--- src/rtl/irda_wrap_pkg.sv ---
package irda_wrap_pkg;

    localparam int unsigned BYTE_W = 8;
    localparam int unsigned CRC_W  = 16;

    localparam logic [BYTE_W-1:0] FLAG_OPEN  = 8'hC0;
    localparam logic [BYTE_W-1:0] FLAG_CLOSE = 8'hC1;
    localparam logic [BYTE_W-1:0] ESC_CODE   = 8'h7D;
    localparam logic [BYTE_W-1:0] ESC_FLIP   = 8'h20;

    localparam logic [CRC_W-1:0] CRC_PRESET  = 16'hFFFF;
    localparam logic [CRC_W-1:0] CRC_POLY_RV = 16'h8408;
    localparam logic [CRC_W-1:0] CRC_RESIDUE = 16'hF0B8;

    // Minimum unescaped bytes between flags for a frame to carry its check.
    localparam int unsigned MIN_BODY = CRC_W / BYTE_W;

    function automatic logic [CRC_W-1:0] crc_step(input logic [CRC_W-1:0] c,
                                                  input logic [BYTE_W-1:0] b);
        logic [CRC_W-1:0] r;
        r = c ^ {{(CRC_W-BYTE_W){1'b0}}, b};
        for (int i = 0; i < BYTE_W; i++) begin
            r = r[0] ? ((r >> 1) ^ CRC_POLY_RV) : (r >> 1);
        end
        return r;
    endfunction

    function automatic logic is_reserved(input logic [BYTE_W-1:0] b);
        return (b == FLAG_OPEN) || (b == FLAG_CLOSE) || (b == ESC_CODE);
    endfunction

    typedef enum logic [2:0] {
        TX_IDLE,
        TX_OPEN,
        TX_BODY,
        TX_FCS_LO,
        TX_FCS_HI,
        TX_CLOSE
    } tx_state_e;

    typedef struct packed {
        tx_state_e        st;
        logic             esc;
        logic [CRC_W-1:0] crc;
    } tx_regs_t;

    typedef struct packed {
        logic              in_frame;
        logic              esc;
        logic [1:0]        cnt;
        logic [CRC_W-1:0]  crc;
        logic [BYTE_W-1:0] hold0;
        logic [BYTE_W-1:0] hold1;
        logic              out_v;
        logic [BYTE_W-1:0] out_d;
        logic              done;
        logic              good;
    } rx_regs_t;

endpackage

--- src/rtl/irda_tx_framer.sv ---
module irda_tx_framer
    import irda_wrap_pkg::*;
(
    input  logic              clk,
    input  logic              rst_n,
    input  logic              enable,
    input  logic [BYTE_W-1:0] in_data,
    input  logic              in_valid,
    input  logic              in_last,
    output logic              in_ready,
    output logic [BYTE_W-1:0] out_data,
    output logic              out_valid,
    input  logic              out_ready
);

    localparam tx_regs_t TX_RESET = '{st: TX_IDLE, esc: 1'b0, crc: CRC_PRESET};

    tx_regs_t r_q, r_d;

    logic [BYTE_W-1:0] src_byte;
    logic              src_valid;
    logic              src_stage;
    logic              consumed;

    always_comb begin
        r_d       = r_q;
        in_ready  = 1'b0;
        out_valid = 1'b0;
        out_data  = '0;
        src_byte  = '0;
        src_valid = 1'b0;
        src_stage = 1'b0;
        consumed  = 1'b0;

        case (r_q.st)
            TX_IDLE: begin
                if (in_valid) begin
                    r_d.st  = TX_OPEN;
                    r_d.crc = CRC_PRESET;
                    r_d.esc = 1'b0;
                end
            end
            TX_OPEN: begin
                out_valid = 1'b1;
                out_data  = FLAG_OPEN;
                if (out_ready) r_d.st = TX_BODY;
            end
            TX_BODY: begin
                src_stage = 1'b1;
                src_byte  = in_data;
                src_valid = in_valid;
            end
            TX_FCS_LO: begin
                src_stage = 1'b1;
                src_byte  = ~r_q.crc[BYTE_W-1:0];
                src_valid = 1'b1;
            end
            TX_FCS_HI: begin
                src_stage = 1'b1;
                src_byte  = ~r_q.crc[CRC_W-1:BYTE_W];
                src_valid = 1'b1;
            end
            TX_CLOSE: begin
                out_valid = 1'b1;
                out_data  = FLAG_CLOSE;
                if (out_ready) r_d.st = TX_IDLE;
            end
            default: r_d = TX_RESET;
        endcase

        // Shared escape path for payload and check bytes.
        if (src_stage) begin
            out_valid = src_valid;
            if (is_reserved(src_byte) && !r_q.esc) begin
                out_data = ESC_CODE;
                if (src_valid && out_ready) r_d.esc = 1'b1;
            end else begin
                out_data = r_q.esc ? (src_byte ^ ESC_FLIP) : src_byte;
                if (src_valid && out_ready) begin
                    r_d.esc  = 1'b0;
                    consumed = 1'b1;
                end
            end
        end

        if (consumed) begin
            case (r_q.st)
                TX_BODY: begin
                    in_ready = 1'b1;
                    r_d.crc  = crc_step(r_q.crc, src_byte);
                    if (in_last) r_d.st = TX_FCS_LO;
                end
                TX_FCS_LO: r_d.st = TX_FCS_HI;
                TX_FCS_HI: r_d.st = TX_CLOSE;
                default:   r_d.st = r_q.st;
            endcase
        end

        if (!enable) begin
            r_d       = TX_RESET;
            in_ready  = 1'b0;
            out_valid = 1'b0;
        end
    end

    always_ff @(posedge clk) begin
        if (!rst_n) r_q <= TX_RESET;
        else        r_q <= r_d;
    end

endmodule

--- src/rtl/irda_rx_deframer.sv ---
module irda_rx_deframer
    import irda_wrap_pkg::*;
(
    input  logic              clk,
    input  logic              rst_n,
    input  logic              enable,
    input  logic [BYTE_W-1:0] in_data,
    input  logic              in_valid,
    output logic [BYTE_W-1:0] out_data,
    output logic              out_valid,
    output logic              done,
    output logic              good
);

    localparam rx_regs_t RX_RESET = '{
        in_frame: 1'b0, esc: 1'b0, cnt: 2'd0, crc: CRC_PRESET,
        hold0: '0, hold1: '0, out_v: 1'b0, out_d: '0, done: 1'b0, good: 1'b0
    };
    localparam logic [1:0] CNT_FULL = 2'(MIN_BODY);

    rx_regs_t r_q, r_d;
    logic [BYTE_W-1:0] plain;

    always_comb begin
        r_d       = r_q;
        r_d.out_v = 1'b0;
        r_d.done  = 1'b0;
        r_d.good  = 1'b0;
        plain     = r_q.esc ? (in_data ^ ESC_FLIP) : in_data;

        if (!enable) begin
            r_d = RX_RESET;
        end else if (in_valid) begin
            if (in_data == FLAG_OPEN) begin
                r_d.in_frame = 1'b1;
                r_d.esc      = 1'b0;
                r_d.cnt      = '0;
                r_d.crc      = CRC_PRESET;
            end else if (r_q.in_frame) begin
                if (in_data == FLAG_CLOSE) begin
                    r_d.in_frame = 1'b0;
                    r_d.esc      = 1'b0;
                    r_d.done     = 1'b1;
                    r_d.good     = (r_q.cnt == CNT_FULL) && !r_q.esc
                                   && (r_q.crc == CRC_RESIDUE);
                end else if (in_data == ESC_CODE && !r_q.esc) begin
                    r_d.esc = 1'b1;
                end else begin
                    r_d.esc   = 1'b0;
                    r_d.crc   = crc_step(r_q.crc, plain);
                    r_d.hold0 = plain;
                    r_d.hold1 = r_q.hold0;
                    if (r_q.cnt == CNT_FULL) begin
                        r_d.out_v = 1'b1;
                        r_d.out_d = r_q.hold1;
                    end else begin
                        r_d.cnt = r_q.cnt + 2'd1;
                    end
                end
            end
        end
    end

    always_ff @(posedge clk) begin
        if (!rst_n) r_q <= RX_RESET;
        else        r_q <= r_d;
    end

    assign out_data  = r_q.out_d;
    assign out_valid = r_q.out_v;
    assign done      = r_q.done;
    assign good      = r_q.good;

endmodule

--- src/rtl/irda_frame_wrapper.sv ---
module irda_frame_wrapper
    import irda_wrap_pkg::*;
(
    input  logic       clk,
    input  logic       rst_n,
    input  logic       mode_rx,
    input  logic [7:0] tx_in_data,
    input  logic       tx_in_valid,
    input  logic       tx_in_last,
    output logic       tx_in_ready,
    output logic [7:0] tx_out_data,
    output logic       tx_out_valid,
    input  logic       tx_out_ready,
    input  logic [7:0] rx_in_data,
    input  logic       rx_in_valid,
    output logic [7:0] rx_out_data,
    output logic       rx_out_valid,
    output logic       rx_done,
    output logic       rx_good
);

    irda_tx_framer u_tx (
        .clk       (clk),
        .rst_n     (rst_n),
        .enable    (!mode_rx),
        .in_data   (tx_in_data),
        .in_valid  (tx_in_valid),
        .in_last   (tx_in_last),
        .in_ready  (tx_in_ready),
        .out_data  (tx_out_data),
        .out_valid (tx_out_valid),
        .out_ready (tx_out_ready)
    );

    irda_rx_deframer u_rx (
        .clk       (clk),
        .rst_n     (rst_n),
        .enable    (mode_rx),
        .in_data   (rx_in_data),
        .in_valid  (rx_in_valid),
        .out_data  (rx_out_data),
        .out_valid (rx_out_valid),
        .done      (rx_done),
        .good      (rx_good)
    );

endmodule

--- config.mk ---
export PLATFORM = sky130hd
export DESIGN_NAME = irda_frame_wrapper
export DESIGN_NICKNAME = d
export VERILOG_FILES = /design/src/rtl/irda_wrap_pkg.sv /design/src/rtl/irda_tx_framer.sv /design/src/rtl/irda_rx_deframer.sv /design/src/rtl/irda_frame_wrapper.sv
export SDC_FILE = /design/constraint.sdc
export NUM_CORES = 1
export LEC_CHECK = 0
export BUFFER_PORTS_ARGS = -buffer_cell sky130_fd_sc_hd__buf_2
export CAP_MARGIN = 20
export CORE_MARGIN = 3
export CORE_UTILIZATION = 59
export CTS_CLUSTER_SIZE = 24
export DETAILED_ROUTE_END_ITERATION = 12
export PLACE_DENSITY_LB_ADDON = 0.2
export SETUP_SLACK_MARGIN = 0.3
export SYNTH_ARGS = -nofsm -noshare
export SYNTH_HDL_FRONTEND = slang
export SYNTH_SLANG_ARGS = --single-unit
--- constraint.sdc ---
create_clock -name clk -period 3.2 [get_ports clk]
set_input_delay 0.16 -clock clk [delete_from_list [all_inputs] [get_ports clk]]
set_output_delay 0.16 -clock clk [all_outputs]
set_load 0.03 [all_outputs]
* After elaboration in Yosys (flattened, before gate mapping)
Index checks and enable logic that the tools add are counted.
** Cells by class
- Bitwise operators :: 29
- Equality and inequality tests :: 17
- Muxes and demuxes :: 57
- Reduce and logical (&&, ||, !) cells :: 25
- Add/subtract/negate cells :: 1
** Operator list (count)
- 16-bit 2-to-1 mux :: 18
- 43-bit 2-to-1 mux :: 2
- 2-bit inverter with 3-bit output :: 16
- 47-bit 2-to-1 mux :: 1
- 20-bit 2-to-1 mux :: 2
- 17-bit case mux with 2 select lines :: 1
- 8-bit equality test (second input constant) :: 4
- 16-bit by 8-bit XOR with 16-bit output :: 2
- 8-bit case mux with 3 select lines :: 1
- 1-bit 2-to-1 mux :: 17
- 16-bit equality test (second input constant) :: 1
- 8-bit by 7-bit equality test with 1-bit output (second input constant) :: 2
- 8-bit 2-to-1 mux :: 2
- 8-bit inverter :: 2
- 8-bit case mux with 2 select lines :: 1
- 3-bit 2-to-1 mux :: 4
- 6-bit 2-to-1 mux :: 2
- 3-bit case mux with 4 select lines :: 1
- 5-bit AND reduction :: 2
- 5-bit OR reduction :: 2
- 9-bit 2-to-1 mux :: 1
- 1-bit inverter :: 9
- 3-bit case mux with 3 select lines :: 1
- 7-bit OR reduction :: 1
- 20 further kinds :: 34
** Storage, ports and cells
- Output and inout port bits :: 21
- Input port bits :: 23
- Bits in registers :: 67

* Depth between registers and ports, before layout
Gate-level depths: netlist of run 1.
- Depth after elaboration :: 23
- Mapped depth :: 10
- Gate-level depth less buffers :: 7

* Cells and area by module
A second synthesis of run 1 with hierarchy kept.
** Unflattened totals
- Cells, all modules :: 503
- Area, all modules :: 4316.6 µm²
** By module, submodules not included
- irda_rx_deframer :: seq. area each 940.9 µm², cells an instance 255, area an instance 2426.1 µm², instances 1
- irda_tx_framer :: seq. area each 400.4 µm², cells an instance 247, area an instance 1886.8 µm², instances 1
- irda_frame_wrapper :: seq. area each 0.0 µm², cells an instance 1, area an instance 3.8 µm², instances 1

* Worst setup path after synthesis of run 1
No wires, ideal clock.
- Path kind :: register to output
- From :: register u_tx.r_q[17] in the netlist's numbering
- To :: output tx_out_data[7]
- Slack :: 442 ps
- Stages on the path, launching flop included :: 10
- Arrival time :: 2598 ps
- Cell sequence :: dfxtp_1 buf_6 or4b_1 o221a_2 or4b_1 or3_1 a21o_1 buf_6 inv_1 o21ai_0
** Between the ends
- Cells in the longest elaborated chain, start to end :: 8
- Elaborated cells between the ends (all ways) :: 17
- Classes of those cells :: eq/ne: 8; mux: 5; reduce/logical: 4
** RTL lines
- start, declared :: RTL line irda_tx_framer.sv:18 : tx_regs_t r_q, r_d;
- start signal, assigned :: RTL line irda_tx_framer.sv:108 : else r_q <= r_d;
- 3-bit equality test or 3-bit by 2-bit equality test with 1-bit output (tied branches) :: RTL line irda_tx_framer.sv:35 : case (r_q.st)
- 8-bit case mux with 3 select lines :: RTL line irda_tx_framer.sv:35
- 8-bit equality test :: RTL line irda_wrap_pkg.sv:29 : return (b == FLAG_OPEN) || (b == FLAG_CLOSE) || (b == ESC_CODE);
- 1-bit logical OR (2 in series) :: RTL line irda_wrap_pkg.sv:29
- 1-bit logical AND :: RTL line irda_tx_framer.sv:74 : if (is_reserved(src_byte) && !r_q.esc) begin
- 8-bit 2-to-1 mux :: RTL line irda_tx_framer.sv:74
- 8-bit 2-to-1 mux (*) :: RTL line irda_tx_framer.sv:72 : if (src_stage) begin
- end, declared :: RTL line irda_frame_wrapper.sv:11 : output logic [7:0] tx_out_data,
Mark *: on every way between the ends. The rest lies on a longest branch, timed or not.

* Worst setup path after layout of run 1
- From :: register u_tx.r_q[17] in the netlist's numbering
- To :: output tx_out_data[2]
Same word-level chain as after synthesis.

==> results of run 1 <==
[synthesized netlist by cell type, drive strengths merged]
library cell	instances
a211oi	1
a21o	4
a21oi	50
a311oi	2
a31oi	6
and2	7
buf	16
clkbuf	27
dfxtp	67
ha	1
inv	6
mux2	9
mux2i	9
nand2	60
nand2b	14
nand3	10
nand3b	1
nand4	4
nand4b	1
nor2	45
nor2b	6
nor3	23
nor3b	1
nor4	12
nor4b	2
o21a	1
o21ai	37
o221a	6
o221ai	11
o22ai	2
o31ai	1
o41ai	1
or2	1
or2b	1
or3	2
or3b	1
or4	1
or4b	10
xnor2	26
xor2	15
[state kept, by name (all words and copies together), names as in the netlist]
register	count
u_rx.r_q	36
u_tx.r_q	20
u_rx.out_data	8
u_rx.done	1
u_rx.good	1
u_rx.out_valid	1
[repair_timing]
| item | in CTS | in global routing |
|---|---|---|
| pin swaps | 7 | 2 |
| cloned | 0 | 0 |
| hold buffers | 0 | 0 |
| endpoints found under the setup margin | 27 | 18 |
| gates resized for setup | 30 | 13 |
| buffers inserted | 17 | 2 |
| hold endpoints to repair | 0 | 0 |
[metal layers]
layer	track usage [%]	vias to the layer above	wire, um
met5	0	-	0
met2	44.8	179	4790
met1	36.9	1790	4510
met3	7.76	36	866
li1	-	1849	-
met4	11.6	0	286
[per-stage QoR]
step	util, %	hold WS [ns]	instances
floorplan	-	0.270	500
global placement	66.2	0.440	587
detailed placement	66.2	0.445	587
CTS	73.7	0.0738	619
global route	75.0	0.0760	622
finish	75.0	0.0740	622
[how the worst max path moves through the flow]
stage                             from              to  slack (ns)  depth (start not counted)
after detailed placement  u_tx.r_q[18]     u_tx.r_q[6]        0.07                          8
after global placement    u_tx.r_q[18]    u_tx.r_q[18]        0.16                          6
after CTS                 u_tx.r_q[18]  tx_out_data[7]        0.28                          8
final                     u_tx.r_q[17]  tx_out_data[2]        0.22                          8
after floorplan           u_tx.r_q[17]  tx_out_data[7]        0.44                          9
after global routing      u_tx.r_q[17]  tx_out_data[2]        0.16                          9
[cell type report]
cell class                 count  share of cell area [%]
sequential                    67                    29.3
tap                           75                    2.03
timing repair buffer          75                    11.0
inverter                       6                   0.487
clock buffer                   9                    2.68
multi-input combinational    384                    52.1
clock inverter                 6                    2.49
[critical path, delay by kind of cell, from the launching register on]
kind / cells / cell delay (ns)
flip-flops: 1 / 0.37
AND/OR/NAND/NOR: 4 / 1.38
AO/OA/AOI/OAI: 2 / 0.42
buffers and inverters: 2 / 0.28
[placed cells by master, fill, tap and decap left out, drive strengths merged, types with 2 or more instances in the layout]
cell    instances
clkbuf          9
xnor2          26
a21oi          50
nor4b           2
nor2b           6
and2            7
inv             6
mux2            9
a21o            4
o221ai         11
o22ai           2
nor4           12
nand3          10
o21ai          37
bufinv          3
clkinv          2
nor2           45
a311oi          2
dfxtp          67
nor3           23
nand2          60
o221a           6
or3             2
nand2b         14
nand4           4
xor2           15
buf            75
mux2i           9
a31oi           6
or4b           10
[logic make-up after synthesis]
group / after synthesis / share of synthesized area (%)
adders and majority gates: 1 / 0.321
xor gates and xnor gates: 41 / 9.23
DFF: 67 / 34.5
muxes: 18 / 5.02
and+or+nand+nor: 202 / 26.1
AOI/OAI and AO/OA: 122 / 18.7
buffers and inverters: 49 / 6.17
[power by group through the flow]
stage / Combinational (W) / Sequential (W) / Clock, W
detailed placement: 0.000125 / 0.000856 / 0
global route: 0.000153 / 0.000834 / 0.000908
finish: 0.000143 / 0.000834 / 0.000856
floorplan: 0.0000872 / 0.000854 / 0
CTS: 0.000134 / 0.000834 / 0.000859
global placement: 0.000124 / 0.000856 / 0
==> results_dict.tcl, run 1 <==
set metrics [dict create \
    post_drt_wl_per_cell_um 16.8 \
    clock_skew_ns 0.00792 \
    drt_iter0_markers 332 \
    placed_cell_area_sq_um 4080 \
    timing_hold_violations_final 0 \
    gp_congestion 0.893 \
    multiInputGateArea_sq_um 2410 \
    grt_pass1_wl_um 17100 \
    ys_seq_area_share_pct 34.5 \
    whs_path_depth 3 \
    cts_root_buf "clkbuf_8" \
    fin_ws_ns 0.222 \
    first_pass_iters 5 \
    nNetsFinal 567 \
    cts_buffers 9 \
    die_y_um 87.2 \
    htree_levels 3 \
    power.density_nw_per_um2 396 \
    clk-insertion-delay-late_ns 0.36 \
    synth_top_area_share_pct 34.5 \
    fill_cells 442 \
    crit_required_ns 3.04 \
    r2r-end "u_tx.r_q[6]" \
    maxCapViolCount 0 \
    start_util_pct 63.1 \
    drtAntennaViolNets 0 \
    yosys.area.top_type "dfxtp_1" \
    end_kind "output pin" \
    syn-num-nets 524 \
    vias 3854 \
    r2r_cells 8 \
    coreArea_sq_um 6170 \
    area_growth_pct 18.8 \
    p_int_w 0.00140 \
    arrival_ns 2.82 \
    status "finished clean" \
    die_x_um 87.2 \
    vdd_drop_max_uv 351 \
    vias_per_cell 6.20 \
    rows 28 \
    rr_startpoint "u_tx.r_q[18]" \
    synth_warnings 0 \
    worst_pin_slew_ns 1.13 \
    wl_um 10400 \
    overflow 0 \
    antenna_found_initial 0 \
    min_period_over_period_pct 93.0 \
    finish.instance_area_sq_um 4620 \
    synth_cells 500 \
    synthDistinctLibCells 48 \
    cts_tree "yes" \
    syn_avg_cell_area_sq_um 7.78 \
    ys_top_cells_by_area "dfxtp_1 (34%), a21oi_1 (6.4%), xnor2_1 (5.9%), nand2_1 (5.8%), nor2_1 (4.2%)" \
    grtUsageTotal_pct 28.5 \
    p_sw_share_pct 23.5 \
    leakagePower_nw 1.81 \
    clkPwrFrac_pct 46.7 \
    grt_pass1_vias 3575 \
    final-seq-area_sq_um 1350 \
    finalPower_w 0.00183 \
    cts_buffer_depth 2 \
    worstSetupPathType "reg2out" \
    combPwrFrac_pct 7.8 \
    io_buffers 43 \
    rsz0062_at_grt "true" \
    post-place-ws_ns 0.0699 \
    finalSetupTns_ns 0 \
    timing.slew.headroom_pct 25.0 \
    synth_area_sq_um 3890 \
    clock.fmax_mhz 336 \
    hold_end "u_rx.r_q[20]" \
    numClockSinks 67 \
    power_frac_seq_pct 45.5 \
    critical_path.slowest_cell "or4b_2" \
    crit_path_start_kind "flip-flop" \
    post-route-min-period_ns 2.98 \
    cp_max_fo 7 \
    hp-class "in2reg" \
    worst_path_largest_cell_delay_ns 0.71 \
    switchingPower_w 0.000431 \
    dp_hpwl_um 6470 \
    maxSlewViolCount 0 \
    grt_max_degree 35 \
    clk_pin_slew_ns 0.07 \
    hold_start "rx_in_data[1]" \
    r2r_slack_ns 0.35 \
    drive_gt1_share_pct 23.6 \
    crit_path_cell_trace "buf_6 -> or4b_2 -> o221ai_1 -> nand2_1 -> or3_4 -> a21o_4 -> nand2_1 -> buf_6" \
    dieArea_sq_um 7610 \
    drc 0 \
    antennaDiodeCount 0 \
    setup_viol 0 \
    io_pins 44 \
    synth-seq-cells 67 \
]
(Power assumes the default switching activity.)
==> inputs of run 2 (changes only) <==
--- a/config.mk
+++ b/config.mk
@@ -11,7 +11,7 @@
 export CORE_UTILIZATION = 59
 export CTS_CLUSTER_SIZE = 24
 export DETAILED_ROUTE_END_ITERATION = 12
-export PLACE_DENSITY_LB_ADDON = 0.2
+export PLACE_DENSITY = 0.8
 export SETUP_SLACK_MARGIN = 0.3
 export SYNTH_ARGS = -nofsm -noshare
 export SYNTH_HDL_FRONTEND = slang
==> results_dict.tcl, run 2 (synthesized netlist as in run 1, its figures left out) <==
set metrics [dict create \
    critical_path.top_delay_family "simple AND/OR/NAND/NOR gates" \
    rsz0062_at_grt "true" \
    cts_buffers 9 \
    maxCapViolCount 0 \
    antenna_found_initial 0 \
    dieArea_sq_um 7610 \
    finalSetupTns_ns 0 \
    use_met2_pct 41.3 \
    vias_per_cell 6.05 \
    vias 3725 \
    crit_path_start_kind "flip-flop" \
    r2r_slack_ns 0.23 \
    hold_start "tx_out_ready" \
    io_pins 44 \
    setup_viol 0 \
    end_kind "output pin" \
    start_util_pct 63.1 \
    r2r_cells 9 \
    timing_hold_violations_final 0 \
    timing.slew.headroom_pct 35.9 \
    die_x_um 87.2 \
    dp_hpwl_um 6430 \
    clock.fmax_mhz 332 \
    fill_cells 456 \
    hold_ws_ns 0.0599 \
    post-route-min-period_ns 3.01 \
    rows 28 \
    critPathBufInv 3 \
    worstSetupPathType "reg2out" \
    cp-endpoint "tx_out_data[7]" \
    drive_gt1_share_pct 22.4 \
    dp.cells 588 \
    hp-class "in2reg" \
    htree_levels 3 \
    final_util_pct 74.1 \
    grt_max_degree 33 \
    cts_root_buf "clkbuf_8" \
    finalPower_w 0.00191 \
    vdd_drop_max_uv 414 \
    multiInputGateArea_sq_um 2380 \
    coreArea_sq_um 6170 \
    final-seq-area_sq_um 1350 \
    grtUsageMet1_pct 38.0 \
    path_depth 9 \
    antennaDiodeCount 0 \
    grtUsageTotal_pct 27.1 \
    maxSlewViolCount 0 \
    arrival_ns 2.85 \
    crit_required_ns 3.04 \
    first_pass_iters 5 \
    crit_path_start "u_tx.r_q[17]" \
    drt_iter0_markers 278 \
    final_common_cell "dfxtp_1" \
    worst_path_largest_cell_delay_ns 0.54 \
    numClockSinks 67 \
    crit_path_cell_trace "buf_6 -> nand3b_1 -> o221a_2 -> or4b_4 -> or3_4 -> a21o_4 -> inv_2 -> o21ai_2 -> buf_6" \
    clk-insertion-delay-late_ns 0.35 \
    gp_congestion 0.910 \
    met3_usage_pct 5.77 \
    rr_startpoint "u_tx.r_q[17]" \
    area_growth_pct 17.4 \
    cp_max_fo 7 \
    grt_pass1_vias 3418 \
    io_buffers 43 \
    overflow 0 \
    cts_buffer_depth 2 \
    min_period_over_period_pct 94.2 \
    busiest_layer "met2" \
    grt_pass1_wl_um 16500 \
    die_y_um 87.2 \
    final_cells 616 \
    worst_pin_slew_ns 0.959 \
    clk_pin_slew_ns 0.08 \
    cts_tree "yes" \
    drtAntennaViolNets 0 \
    nNetsFinal 560 \
    power.density_nw_per_um2 418 \
    largest_reg_flops 36 \
    status "finished clean" \
    wl_um 9720 \
    layout_common_cells "dfxtp_1 (64), nand2_1 (58), a21oi_1 (50), nor2_1 (44), buf_2 (37)" \
    drc 0 \
    leakagePower_nw 1.78 \
    critical_path.slowest_cell "or4b_4" \
    post_drt_wl_per_cell_um 15.8 \
    clock_skew_ns 0.00936 \
    regMostFlops "u_rx.r_q" \
    r2r-end "u_tx.r_q[15]" \
    crit_top_cell "buf_6" \
]
run 2: worst min path at each step:
| stage | end | slack, ns | cells after the start |
|---|---|---|---|
| floorplan | u_tx.r_q[18] | 0.27 | 1 |
| global placement | u_tx.r_q[18] | 0.43 | 2 |
| detailed placement | u_tx.r_q[18] | 0.44 | 2 |
| CTS | u_tx.r_q[18] | 0.04 | 2 |
| global route | u_tx.r_q[18] | 0.05 | 2 |
| finish | u_tx.r_q[18] | 0.06 | 2 |
run 2: repair_timing:
item	CTS	global route
hold buffers	0	0
buffers inserted	12	0
endpoints found under the setup margin	23	23
pin swaps	6	6
resized for setup	29	6
run 2: layer usage:
metal | vias to the layer above | wire, um | share of wire, %
li1 | 1840 | - | -
met1 | 1740 | 4530 | 47
met2 | 130 | 4450 | 46
met3 | 15 | 575 | 5.9
met4 | 0 | 164 | 1.7
met5 | - | 0 | 0
run 2: per-stage QoR:
stage / cell area, sq um / setup WS, ns
2_1_floorplan: 3890 / 0.442
3_3_place_gp: 4100 / 0.325
3_5_place_dp: 4100 / 0.266
4_1_cts: 4540 / 0.205
5_1_grt: 4570 / 0.0647
6_report: 4570 / 0.187
run 2: power breakdown:
group / total, W / switching [W] / internal, W
Sequential: 0.000834 / 0.00000198 / 0.000832
Clock: 0.000937 / 0.000338 / 0.000599
Combinational: 0.000136 / 0.0000839 / 0.0000520
run 2: area by class of cell:
cell class / count / area share (%)
Timing Repair Buffer: 68 / 9.92
Inverter: 6 / 0.493
Multi-Input combinational cell: 384 / 52.1
Clock buffer: 10 / 2.79
Tap cell: 75 / 2.05
Clock inverter: 6 / 3.01
Sequential cell: 67 / 29.6
